## src/rtl/dc_pkg.sv

```systemverilog
package dc_pkg;

    localparam int unsigned ADDR_W     = 16;
    localparam int unsigned DATA_W     = 32;
    localparam int unsigned LINE_WORDS = 4;
    localparam int unsigned LINE_CNT   = 8;

    localparam int unsigned BE_W   = DATA_W / 8;
    localparam int unsigned OFF_W  = $clog2(BE_W);
    localparam int unsigned WSEL_W = $clog2(LINE_WORDS);
    localparam int unsigned IDX_W  = $clog2(LINE_CNT);
    localparam int unsigned TAG_W  = ADDR_W - IDX_W - WSEL_W - OFF_W;

    typedef logic [TAG_W-1:0]  tag_t;
    typedef logic [IDX_W-1:0]  idx_t;
    typedef logic [WSEL_W-1:0] wsel_t;
    typedef logic [DATA_W-1:0] word_t;
    typedef logic [BE_W-1:0]   be_t;
    typedef logic [LINE_WORDS-1:0][DATA_W-1:0] line_t;

    typedef struct packed {
        tag_t                  tag;
        logic [LINE_WORDS-1:0] valid;
        logic                  dirty;
    } meta_t;

    localparam int unsigned META_W = $bits(meta_t);

    typedef struct packed {
        logic  en;
        wsel_t wsel;
        be_t   be;
        word_t data;
    } wword_t;

    typedef enum logic [2:0] {
        ST_IDLE, ST_WB_CMD, ST_WB_DAT, ST_RD_CMD, ST_RD_DAT
    } st_t;

    function automatic word_t merge_bytes(input word_t old_w, input word_t new_w, input be_t be);
        word_t r;
        r = old_w;
        for (int b = 0; b < int'(BE_W); b++)
            if (be[b]) r[b*8 +: 8] = new_w[b*8 +: 8];
        return r;
    endfunction

    function automatic wsel_t lowest_set(input logic [LINE_WORDS-1:0] v);
        wsel_t r;
        r = '0;
        for (int i = int'(LINE_WORDS) - 1; i >= 0; i--)
            if (v[i]) r = wsel_t'(i);
        return r;
    endfunction

    function automatic logic [LINE_WORDS-1:0] word_bit(input wsel_t w);
        return LINE_WORDS'(1) << w;
    endfunction

endpackage

```

## src/rtl/dc_store.sv

```systemverilog
module dc_store
    import dc_pkg::*;
(
    input  logic   clk,
    input  logic   rst,
    input  idx_t   idx,
    output meta_t  rd_meta,
    output line_t  rd_line,
    input  logic   meta_we,
    input  meta_t  meta_wr,
    input  wword_t wr
);

    logic [LINE_CNT-1:0][META_W-1:0] meta_flat;
    logic [LINE_CNT-1:0][LINE_WORDS-1:0][DATA_W-1:0] data_flat;

    for (genvar l = 0; l < int'(LINE_CNT); l++) begin : g_line
        meta_t m_q;
        always_ff @(posedge clk) begin
            if (rst)
                m_q <= '0;
            else if (meta_we && idx == idx_t'(l))
                m_q <= meta_wr;
        end
        assign meta_flat[l] = m_q;

        for (genvar w = 0; w < int'(LINE_WORDS); w++) begin : g_word
            word_t d_q;
            always_ff @(posedge clk) begin
                if (wr.en && idx == idx_t'(l) && wr.wsel == wsel_t'(w))
                    d_q <= merge_bytes(d_q, wr.data, wr.be);
            end
            assign data_flat[l][w] = d_q;
        end
    end

    assign rd_meta = meta_t'(meta_flat[idx]);
    assign rd_line = data_flat[idx];

    // a line holding no words must never be flagged as modified
    assert_empty_clean_R9: assert property (@(posedge clk) disable iff (rst)
        !(|rd_meta.valid) |-> !rd_meta.dirty);

endmodule

```

## src/rtl/dc_fsm.sv

```systemverilog
module dc_fsm
    import dc_pkg::*;
(
    input  logic        clk,
    input  logic        rst,
    input  logic        req_act,
    input  logic        we,
    input  be_t         be,
    input  tag_t        rq_tag,
    input  idx_t        rq_idx,
    input  wsel_t       rq_wsel,
    input  word_t       wdata,
    input  meta_t       meta,
    input  line_t       line,
    output logic        done,
    output logic        meta_we,
    output meta_t       meta_wr,
    output wword_t      wr,
    output logic        mem_cmd_valid,
    input  logic        mem_cmd_ready,
    output logic        mem_cmd_we,
    output logic [ADDR_W-1:0] mem_cmd_addr,
    output wsel_t       mem_cmd_len,
    output logic        mem_wvalid,
    input  logic        mem_wready,
    output word_t       mem_wdata,
    output be_t         mem_wstrb,
    input  logic        mem_rvalid,
    input  word_t       mem_rdata
);

    localparam wsel_t LAST_BEAT = wsel_t'(LINE_WORDS - 1);

    st_t   state, nxt;
    wsel_t beat, nxt_beat, wb_word, nxt_ww;
    logic  rd_single, nxt_rs, wb_single, nxt_ws;

    logic  tag_hit, word_hit, full;
    wsel_t pos;

    assign tag_hit  = (meta.tag == rq_tag) && (|meta.valid);
    assign word_hit = tag_hit && meta.valid[rq_wsel];
    assign full     = &be;

    always_comb begin
        nxt = state; nxt_beat = beat; nxt_ww = wb_word;
        nxt_rs = rd_single; nxt_ws = wb_single;
        done = 1'b0; meta_we = 1'b0; meta_wr = meta; wr = '0;
        mem_cmd_valid = 1'b0; mem_cmd_we = 1'b0; mem_cmd_addr = '0; mem_cmd_len = '0;
        mem_wvalid = 1'b0; mem_wdata = '0; mem_wstrb = '0;
        if (state == ST_WB_DAT) pos = wb_single ? wb_word : beat;
        else                    pos = rd_single ? rq_wsel : beat;

        case (state)
            ST_IDLE: if (req_act) begin
                if (!we && word_hit) begin
                    done = 1'b1;
                end else if (we && (word_hit || (tag_hit && full))) begin
                    done = 1'b1;
                    wr.en = 1'b1; wr.wsel = rq_wsel; wr.be = be; wr.data = wdata;
                    meta_we = 1'b1;
                    meta_wr.valid = meta.valid | word_bit(rq_wsel);
                    meta_wr.dirty = 1'b1;
                end else if (!tag_hit && meta.dirty) begin
                    nxt = ST_WB_CMD;
                    nxt_ws = ($countones(meta.valid) == 1);
                    nxt_ww = lowest_set(meta.valid);
                end else if (we && !tag_hit && full) begin
                    done = 1'b1;
                    wr.en = 1'b1; wr.wsel = rq_wsel; wr.be = be; wr.data = wdata;
                    meta_we = 1'b1;
                    meta_wr.tag = rq_tag;
                    meta_wr.valid = word_bit(rq_wsel);
                    meta_wr.dirty = 1'b1;
                end else begin
                    nxt = ST_RD_CMD;
                    nxt_rs = we;
                    if (!tag_hit) begin
                        meta_we = 1'b1;
                        meta_wr.tag = rq_tag;
                        meta_wr.valid = '0;
                        meta_wr.dirty = 1'b0;
                    end
                end
            end
            ST_WB_CMD: begin
                mem_cmd_valid = 1'b1;
                mem_cmd_we    = 1'b1;
                mem_cmd_addr  = {meta.tag, rq_idx, (wb_single ? wb_word : wsel_t'(0)), {OFF_W{1'b0}}};
                mem_cmd_len   = wb_single ? wsel_t'(0) : LAST_BEAT;
                if (mem_cmd_ready) begin nxt = ST_WB_DAT; nxt_beat = '0; end
            end
            ST_WB_DAT: begin
                mem_wvalid = 1'b1;
                mem_wdata  = line[pos];
                mem_wstrb  = meta.valid[pos] ? '1 : '0;
                if (mem_wready) begin
                    nxt_beat = beat + 1'b1;
                    if (wb_single || beat == LAST_BEAT) begin
                        nxt = ST_IDLE;
                        meta_we = 1'b1;
                        meta_wr.valid = '0;
                        meta_wr.dirty = 1'b0;
                    end
                end
            end
            ST_RD_CMD: begin
                mem_cmd_valid = 1'b1;
                mem_cmd_addr  = {rq_tag, rq_idx, (rd_single ? rq_wsel : wsel_t'(0)), {OFF_W{1'b0}}};
                mem_cmd_len   = rd_single ? wsel_t'(0) : LAST_BEAT;
                if (mem_cmd_ready) begin nxt = ST_RD_DAT; nxt_beat = '0; end
            end
            ST_RD_DAT: if (mem_rvalid) begin
                nxt_beat = beat + 1'b1;
                if (!meta.valid[pos]) begin
                    wr.en = 1'b1; wr.wsel = pos; wr.be = '1; wr.data = mem_rdata;
                    meta_we = 1'b1;
                    meta_wr.valid = meta.valid | word_bit(pos);
                end
                if (rd_single || beat == LAST_BEAT) nxt = ST_IDLE;
            end
            default: nxt = ST_IDLE;
        endcase
    end

    always_ff @(posedge clk) begin
        if (rst) begin
            state <= ST_IDLE; beat <= '0; wb_word <= '0;
            rd_single <= 1'b0; wb_single <= 1'b0;
        end else begin
            state <= nxt; beat <= nxt_beat; wb_word <= nxt_ww;
            rd_single <= nxt_rs; wb_single <= nxt_ws;
        end
    end

    // write commands are either one word or a whole line
    assert_wb_len_R8: assert property (@(posedge clk) disable iff (rst)
        (mem_cmd_valid && mem_cmd_we) |-> (mem_cmd_len == '0 || mem_cmd_len == LAST_BEAT));

    // a command waiting for acceptance keeps its address
    assert_cmd_hold_R2: assert property (@(posedge clk) disable iff (rst)
        (mem_cmd_valid && !mem_cmd_ready) |=> (mem_cmd_valid && $stable(mem_cmd_addr)));

    // a single-beat victim write carries a present word
    assert_single_strobe_R7: assert property (@(posedge clk) disable iff (rst)
        (mem_wvalid && wb_single) |-> (&mem_wstrb));

endmodule

```

## src/rtl/wb_dcache.sv

```systemverilog
module wb_dcache
    import dc_pkg::*;
(
    input  logic              clk,
    input  logic              rst,
    input  logic              cpu_req,
    input  logic              cpu_we,
    input  logic              cpu_cacheable,
    input  logic [BE_W-1:0]   cpu_be,
    input  logic [ADDR_W-1:0] cpu_addr,
    input  logic [DATA_W-1:0] cpu_wdata,
    output logic [DATA_W-1:0] cpu_rdata,
    output logic              cpu_rvalid,
    output logic              cpu_stall,
    output logic              mem_cmd_valid,
    input  logic              mem_cmd_ready,
    output logic              mem_cmd_we,
    output logic [ADDR_W-1:0] mem_cmd_addr,
    output logic [WSEL_W-1:0] mem_cmd_len,
    output logic              mem_wvalid,
    input  logic              mem_wready,
    output logic [DATA_W-1:0] mem_wdata,
    output logic [BE_W-1:0]   mem_wstrb,
    input  logic              mem_rvalid,
    input  logic [DATA_W-1:0] mem_rdata,
    output logic              byp_req,
    output logic              byp_we,
    output logic [BE_W-1:0]   byp_be,
    output logic [ADDR_W-1:0] byp_addr,
    output logic [DATA_W-1:0] byp_wdata,
    input  logic              byp_ack,
    input  logic [DATA_W-1:0] byp_rdata
);

    tag_t   rq_tag;
    idx_t   rq_idx;
    wsel_t  rq_wsel;
    meta_t  meta, meta_wr;
    line_t  line;
    wword_t wr;
    logic   meta_we, done, req_act;

    assign rq_tag  = cpu_addr[ADDR_W-1 -: TAG_W];
    assign rq_idx  = cpu_addr[OFF_W+WSEL_W +: IDX_W];
    assign rq_wsel = cpu_addr[OFF_W +: WSEL_W];
    assign req_act = cpu_req && cpu_cacheable;

    dc_store u_store (
        .clk(clk), .rst(rst), .idx(rq_idx),
        .rd_meta(meta), .rd_line(line),
        .meta_we(meta_we), .meta_wr(meta_wr), .wr(wr)
    );

    dc_fsm u_fsm (
        .clk(clk), .rst(rst), .req_act(req_act), .we(cpu_we), .be(cpu_be),
        .rq_tag(rq_tag), .rq_idx(rq_idx), .rq_wsel(rq_wsel), .wdata(cpu_wdata),
        .meta(meta), .line(line), .done(done),
        .meta_we(meta_we), .meta_wr(meta_wr), .wr(wr),
        .mem_cmd_valid(mem_cmd_valid), .mem_cmd_ready(mem_cmd_ready),
        .mem_cmd_we(mem_cmd_we), .mem_cmd_addr(mem_cmd_addr), .mem_cmd_len(mem_cmd_len),
        .mem_wvalid(mem_wvalid), .mem_wready(mem_wready),
        .mem_wdata(mem_wdata), .mem_wstrb(mem_wstrb),
        .mem_rvalid(mem_rvalid), .mem_rdata(mem_rdata)
    );

    assign byp_req   = cpu_req && !cpu_cacheable;
    assign byp_we    = cpu_we;
    assign byp_be    = cpu_be;
    assign byp_addr  = cpu_addr;
    assign byp_wdata = cpu_wdata;

    assign cpu_stall = cpu_req && (cpu_cacheable ? !done : !byp_ack);

    always_ff @(posedge clk) begin
        if (rst) begin
            cpu_rvalid <= 1'b0;
            cpu_rdata  <= '0;
        end else begin
            cpu_rvalid <= 1'b0;
            if (done && !cpu_we) begin
                cpu_rvalid <= 1'b1;
                cpu_rdata  <= line[rq_wsel];
            end else if (byp_req && byp_ack && !cpu_we) begin
                cpu_rvalid <= 1'b1;
                cpu_rdata  <= byp_rdata;
            end
        end
    end

    // an accepted cacheable load answers in the next cycle
    assert_hit_rvalid_R1: assert property (@(posedge clk) disable iff (rst)
        (cpu_req && cpu_cacheable && !cpu_we && !cpu_stall) |=> cpu_rvalid);

    // bypass traffic never reaches the memory master
    assert_bypass_quiet_R10: assert property (@(posedge clk) disable iff (rst)
        (cpu_req && !cpu_cacheable) |-> !mem_cmd_valid);

    // nothing is pending right after reset
    assert_reset_idle_R11: assert property (@(posedge clk) disable iff (rst)
        $past(rst) |-> (!mem_cmd_valid && !cpu_rvalid && !mem_wvalid));

endmodule

```

## config.mk

```make
export PLATFORM = sky130hd
export DESIGN_NAME = wb_dcache
export DESIGN_NICKNAME = d
export VERILOG_FILES = /design/src/rtl/dc_pkg.sv /design/src/rtl/dc_store.sv /design/src/rtl/dc_fsm.sv /design/src/rtl/wb_dcache.sv
export SDC_FILE = /design/constraint.sdc
export NUM_CORES = 1
export LEC_CHECK = 0
export BUFFER_PORTS_ARGS = -buffer_cell sky130_fd_sc_hd__buf_2
export CAP_MARGIN = 15
export CORE_MARGIN = 3
export CORE_UTILIZATION = 61
export DETAILED_ROUTE_END_ITERATION = 10
export PLACE_DENSITY_LB_ADDON = 0.1
export SETUP_SLACK_MARGIN = 0.15
export SYNTH_ARGS = -nofsm -noshare
export SYNTH_HDL_FRONTEND = slang
export SYNTH_SLANG_ARGS = --single-unit
```

## constraint.sdc

```tcl
create_clock -name clk -period 5.7 [get_ports clk]
set_input_delay 0.855 -clock clk [delete_from_list [all_inputs] [get_ports clk]]
set_output_delay 0.855 -clock clk [all_outputs]
set_load 0.05 [all_outputs]
```

==> parameters.txt <==
Parameter                              Value

GRT
  Global-route total usage across every layer ... 0.293
  Number of global-route vias before repair ... 29280
  Largest net degree at the start of global routing ... between 100 and 150
  GRT Residual Overflow ... 0
  First-pass GRT wire length ... about 190 mm
  Number of antenna violations at the first check in global routing ... 2

Placed design
  Routability cong. ... roughly 0.9
  Placed Instances ... around 4200
  Post-detail-place hpwl ... just under 80 mm
  Number of input and output port buffers inserted ... ~260
  Pre-CTS setup slack ... around 0.34 ns

Hold path
  Hold path endpoint ... u_fsm.wb_word[0]
  Hold_sp ... u_fsm.wb_word[0]
  Path type of the worst min-delay path ... flop to flop
  Hold Path Stages ... 2

Logic synthesis
  Avg Inst Size Synth ... roughly 17 um2
  Post-synthesis instance total ... 2961
  Sequential cell area fraction in the yosys report ... 0.678
  Dominant cell type by area after synthesis ... edfxtp_1
  Yosys warning total ... 0
  Most common cell in the synthesized netlist ... edfxtp_1
  Proportion of register bits with asynchronous set or reset after synthesis ... 0
  Dominant synthesized flop cell ... edfxtp_1
  Cells taking the most area after synthesis ... edfxtp_1 (62%), mux4_2 (14%), dfxtp_1 (6.2%), mux2i_1 (4.7%), a211oi_1 (1.5%)
  Netlist area before placement ... 49900 um2
  Leading cell types by count after synthesis ... edfxtp_1 (1024), mux4_2 (300), mux2i_1 (235)
  Number of different library cells in the post-synthesis netlist ... 72
  Area share of the largest cell type after synthesis ... 0.616
  Number of flip-flops and latches in the synthesized netlist ... roughly 1200
  Number of enable flip-flop cells after synthesis ... slightly above 1000

Timing
  Number of hold violations in the final report ... 0
  Hold WS ... 0.464 ns
  Final max-slew violation count ... 0
  Slew HR ... 0.168
  Post-Route Skew ... about 0.029 ns
  Achievable frequency ... ~0.19 GHz
  Actual slew at the worst max-slew pin ... approximately 1.2 ns
  Final setup margin ... 0.471 ns
  Ratio of final minimum period to clock period ... 0.917
  Number of failing setup endpoints in the final timing report ... 0
  Min Tclk post-route ... roughly 5.2 ns
  Summed negative setup slack over all endpoints ... 0 ns
  RSZ-0062 raised after global routing ... false

Clock tree
  Num Clock Sinks ... roughly 1200
  Count of H-tree levels built during CTS ... 3
  TritonCTS clock tree ... built
  Clock latency on the worst-skew pair ... a little under 0.7 ns
  Cell chosen for the clock root ... clkbuf_16
  Number of cells upsized or downsized after cts ... 0
  Buffers inserted during post-CTS setup optimization ... 0
  Buffers from clock root to sink, at most ... 3
  Clock-pin transition on the worst setup and hold timing paths ... roughly 0.060 ns
  CTS hold repair buffers ... 0
  Number of buffers created by CTS ... between 100 and 150

Floorplanning
  Core ar. ... approximately 80000 um2
  Number of top-level pins ... 270
  Die Wd ... 292 um
  Number of placement rows ... roughly 100
  Die height ... ~290 um
  Initial cell density of the core ... 0.617
  Die outline area ... roughly 85000 um2

Setup path
  Worst setup EP type ... primary output
  Critical path peak fanout ... 77
  Critical setup path kind ... input port to primary output
  Flop2flop setup slack ... about 0.72 ns
  Delay of the slowest cell on the worst path ... 0.96 ns
  Cell type of the slowest stage on the worst timing path ... buf_4
  Capture instance of the worst register-to-register path ... u_store.g_line[1].m_q[8]
  Arrival time of the worst setup path ... approximately 4.4 ns
  Cell occurring most often along the worst timing path ... buf_4
  R2R Path Start ... u_fsm.state[2]
  Sequence of cells on the critical path ... buf_8 -> buf_4 -> buf_4 -> mux4_2 -> mux2i_1 -> nand2_1 -> nand3_1 -> a21oi_1 -> buf_2
  Sort of element at the start of the critical path ... input port
  Required time worst endpoint ... ~4.9 ns
  FF-to-FF path depth ... 12

Route
  Final ANT Viol Nets ... 0
  Post-detailed-route via-to-cell ratio ... between 6 and 7
  Number of remaining DRC errors ... 0
  Wirelength, routed ... around 120 mm
  Detailed router's first-iteration violation count ... about 3500
  Iteration count of the initial detailed-routing pass ... 6
  Final routed wire length divided by cell count ... about 28 um
  Vias ... slightly below 30000

Job
  Reported max-cap violation count ... 0

Layout
  Total Nets Final ... between 3000 and 4000
  Non-filler instance count after layout ... between 4000 and 5000
  Area Overhead vs Synth ... 14.2%
  Area occupied by registers ... roughly 34000 um2
  Fraction of layout cells with a size suffix above 1 ... 0.306
  Multi-input combinational cell area ... 14800 um2
  Layout Utilization ... 0.705
  FILL cells ... between 5000 and 6000

Power
  Worst IR Drop VDD ... about 0.28 mV
  P per Cell Area ... 327 nW/um2
  Leak pwr ... 21.4 nW

Outcome
  Result of the run ... complete, no violations
-- worst max-delay path: cells and delay by family --
family	cells	cell delay, ns
buf+inv	4	2.16
compound gates	1	0.31
mux	2	0.57
simple gates	2	0.23
-- registers in the layout (all words and copies together) (netlist names) --
signal	cells
cpu_rdata	32
u_fsm.beat	2
u_fsm.rd_single	1
cpu_rvalid	1
u_store.g_line.g_word.d_q	1024
u_fsm.wb_word	2
u_store.g_line.m_q	112
u_fsm.state	3
u_fsm.wb_single	1
-- kinds of logic after synthesis --
group                      after synthesis  synth area share
AOI/OAI and AO/OA                      293            0.0418
xor gates and xnor gates                 7           0.00123
adders and majority gates                9           0.00241
buffers and inverters                  295            0.0273
DFF                                   1178             0.678
muxes                                  546             0.185
other                                    1         0.0000752
and+or+nand+nor                        632            0.0639
-- where the power goes --
group,internal (mW),leakage (nW),switching [mW]
sequential,9.30,12.3,0.0275
clock,4.40,1.88,3.19
combinational,0.523,7.25,1.22
-- routing by layer --
metal / vias to the layer above / wire, um / track usage
met1: 14853 / 49300 / 0.412
met5: - / 27 / 0
met2: 1463 / 60900 / 0.476
li1: 12411 / - / -
met3: 278 / 10400 / 0.0507
met4: 4 / 4010 / 0.0956
-- stage by stage --
stage,total power [mW],instance area (um2)
floorplan,10.7,49900
global placement,11.2,53100
detailed placement,11.2,53100
CTS,18.8,56900
global route,19.2,57000
finish,18.7,57000
-- how the worst max path moves through the flow --
stage	start	cells past startpoint	to	slack, ns
detailed placement	cpu_addr[4]	14	u_store.g_line[3].g_word[0].d_q[25]	0.34
global route	cpu_addr[4]	9	mem_wdata[10]	0.16
global placement	cpu_addr[4]	14	u_store.g_line[6].g_word[0].d_q[18]	0.41
finish	cpu_addr[5]	9	mem_wdata[9]	0.47
floorplan	cpu_addr[6]	14	u_store.g_line[4].g_word[1].d_q[0]	0.41
CTS	cpu_addr[4]	9	mem_wdata[9]	0.45
-- layout by cell type, fill, tap and decap left out, types with 72 or more instances in the layout --
cell       count
nor3_1       142
nand2_1      164
dfxtp_1      154
nand2b_1      79
buf_4        219
edfxtp_1    1024
buf_2        267
mux4_2       300
nand3_1       72
a211oi_1      92
clkbuf_16    115
mux2i_1      235
-- final cells by class --
type,count,area share
clock inverter,70,0.0135
inverter,13,0.000988
sequential,1178,0.594
antenna,1,0.0000439
timing repair buffer,499,0.0551
clock buffer,137,0.0533
multi-input combinational,1489,0.260
tap,1060,0.0233
No activity file was read; power rests on OpenSTA's default activity.
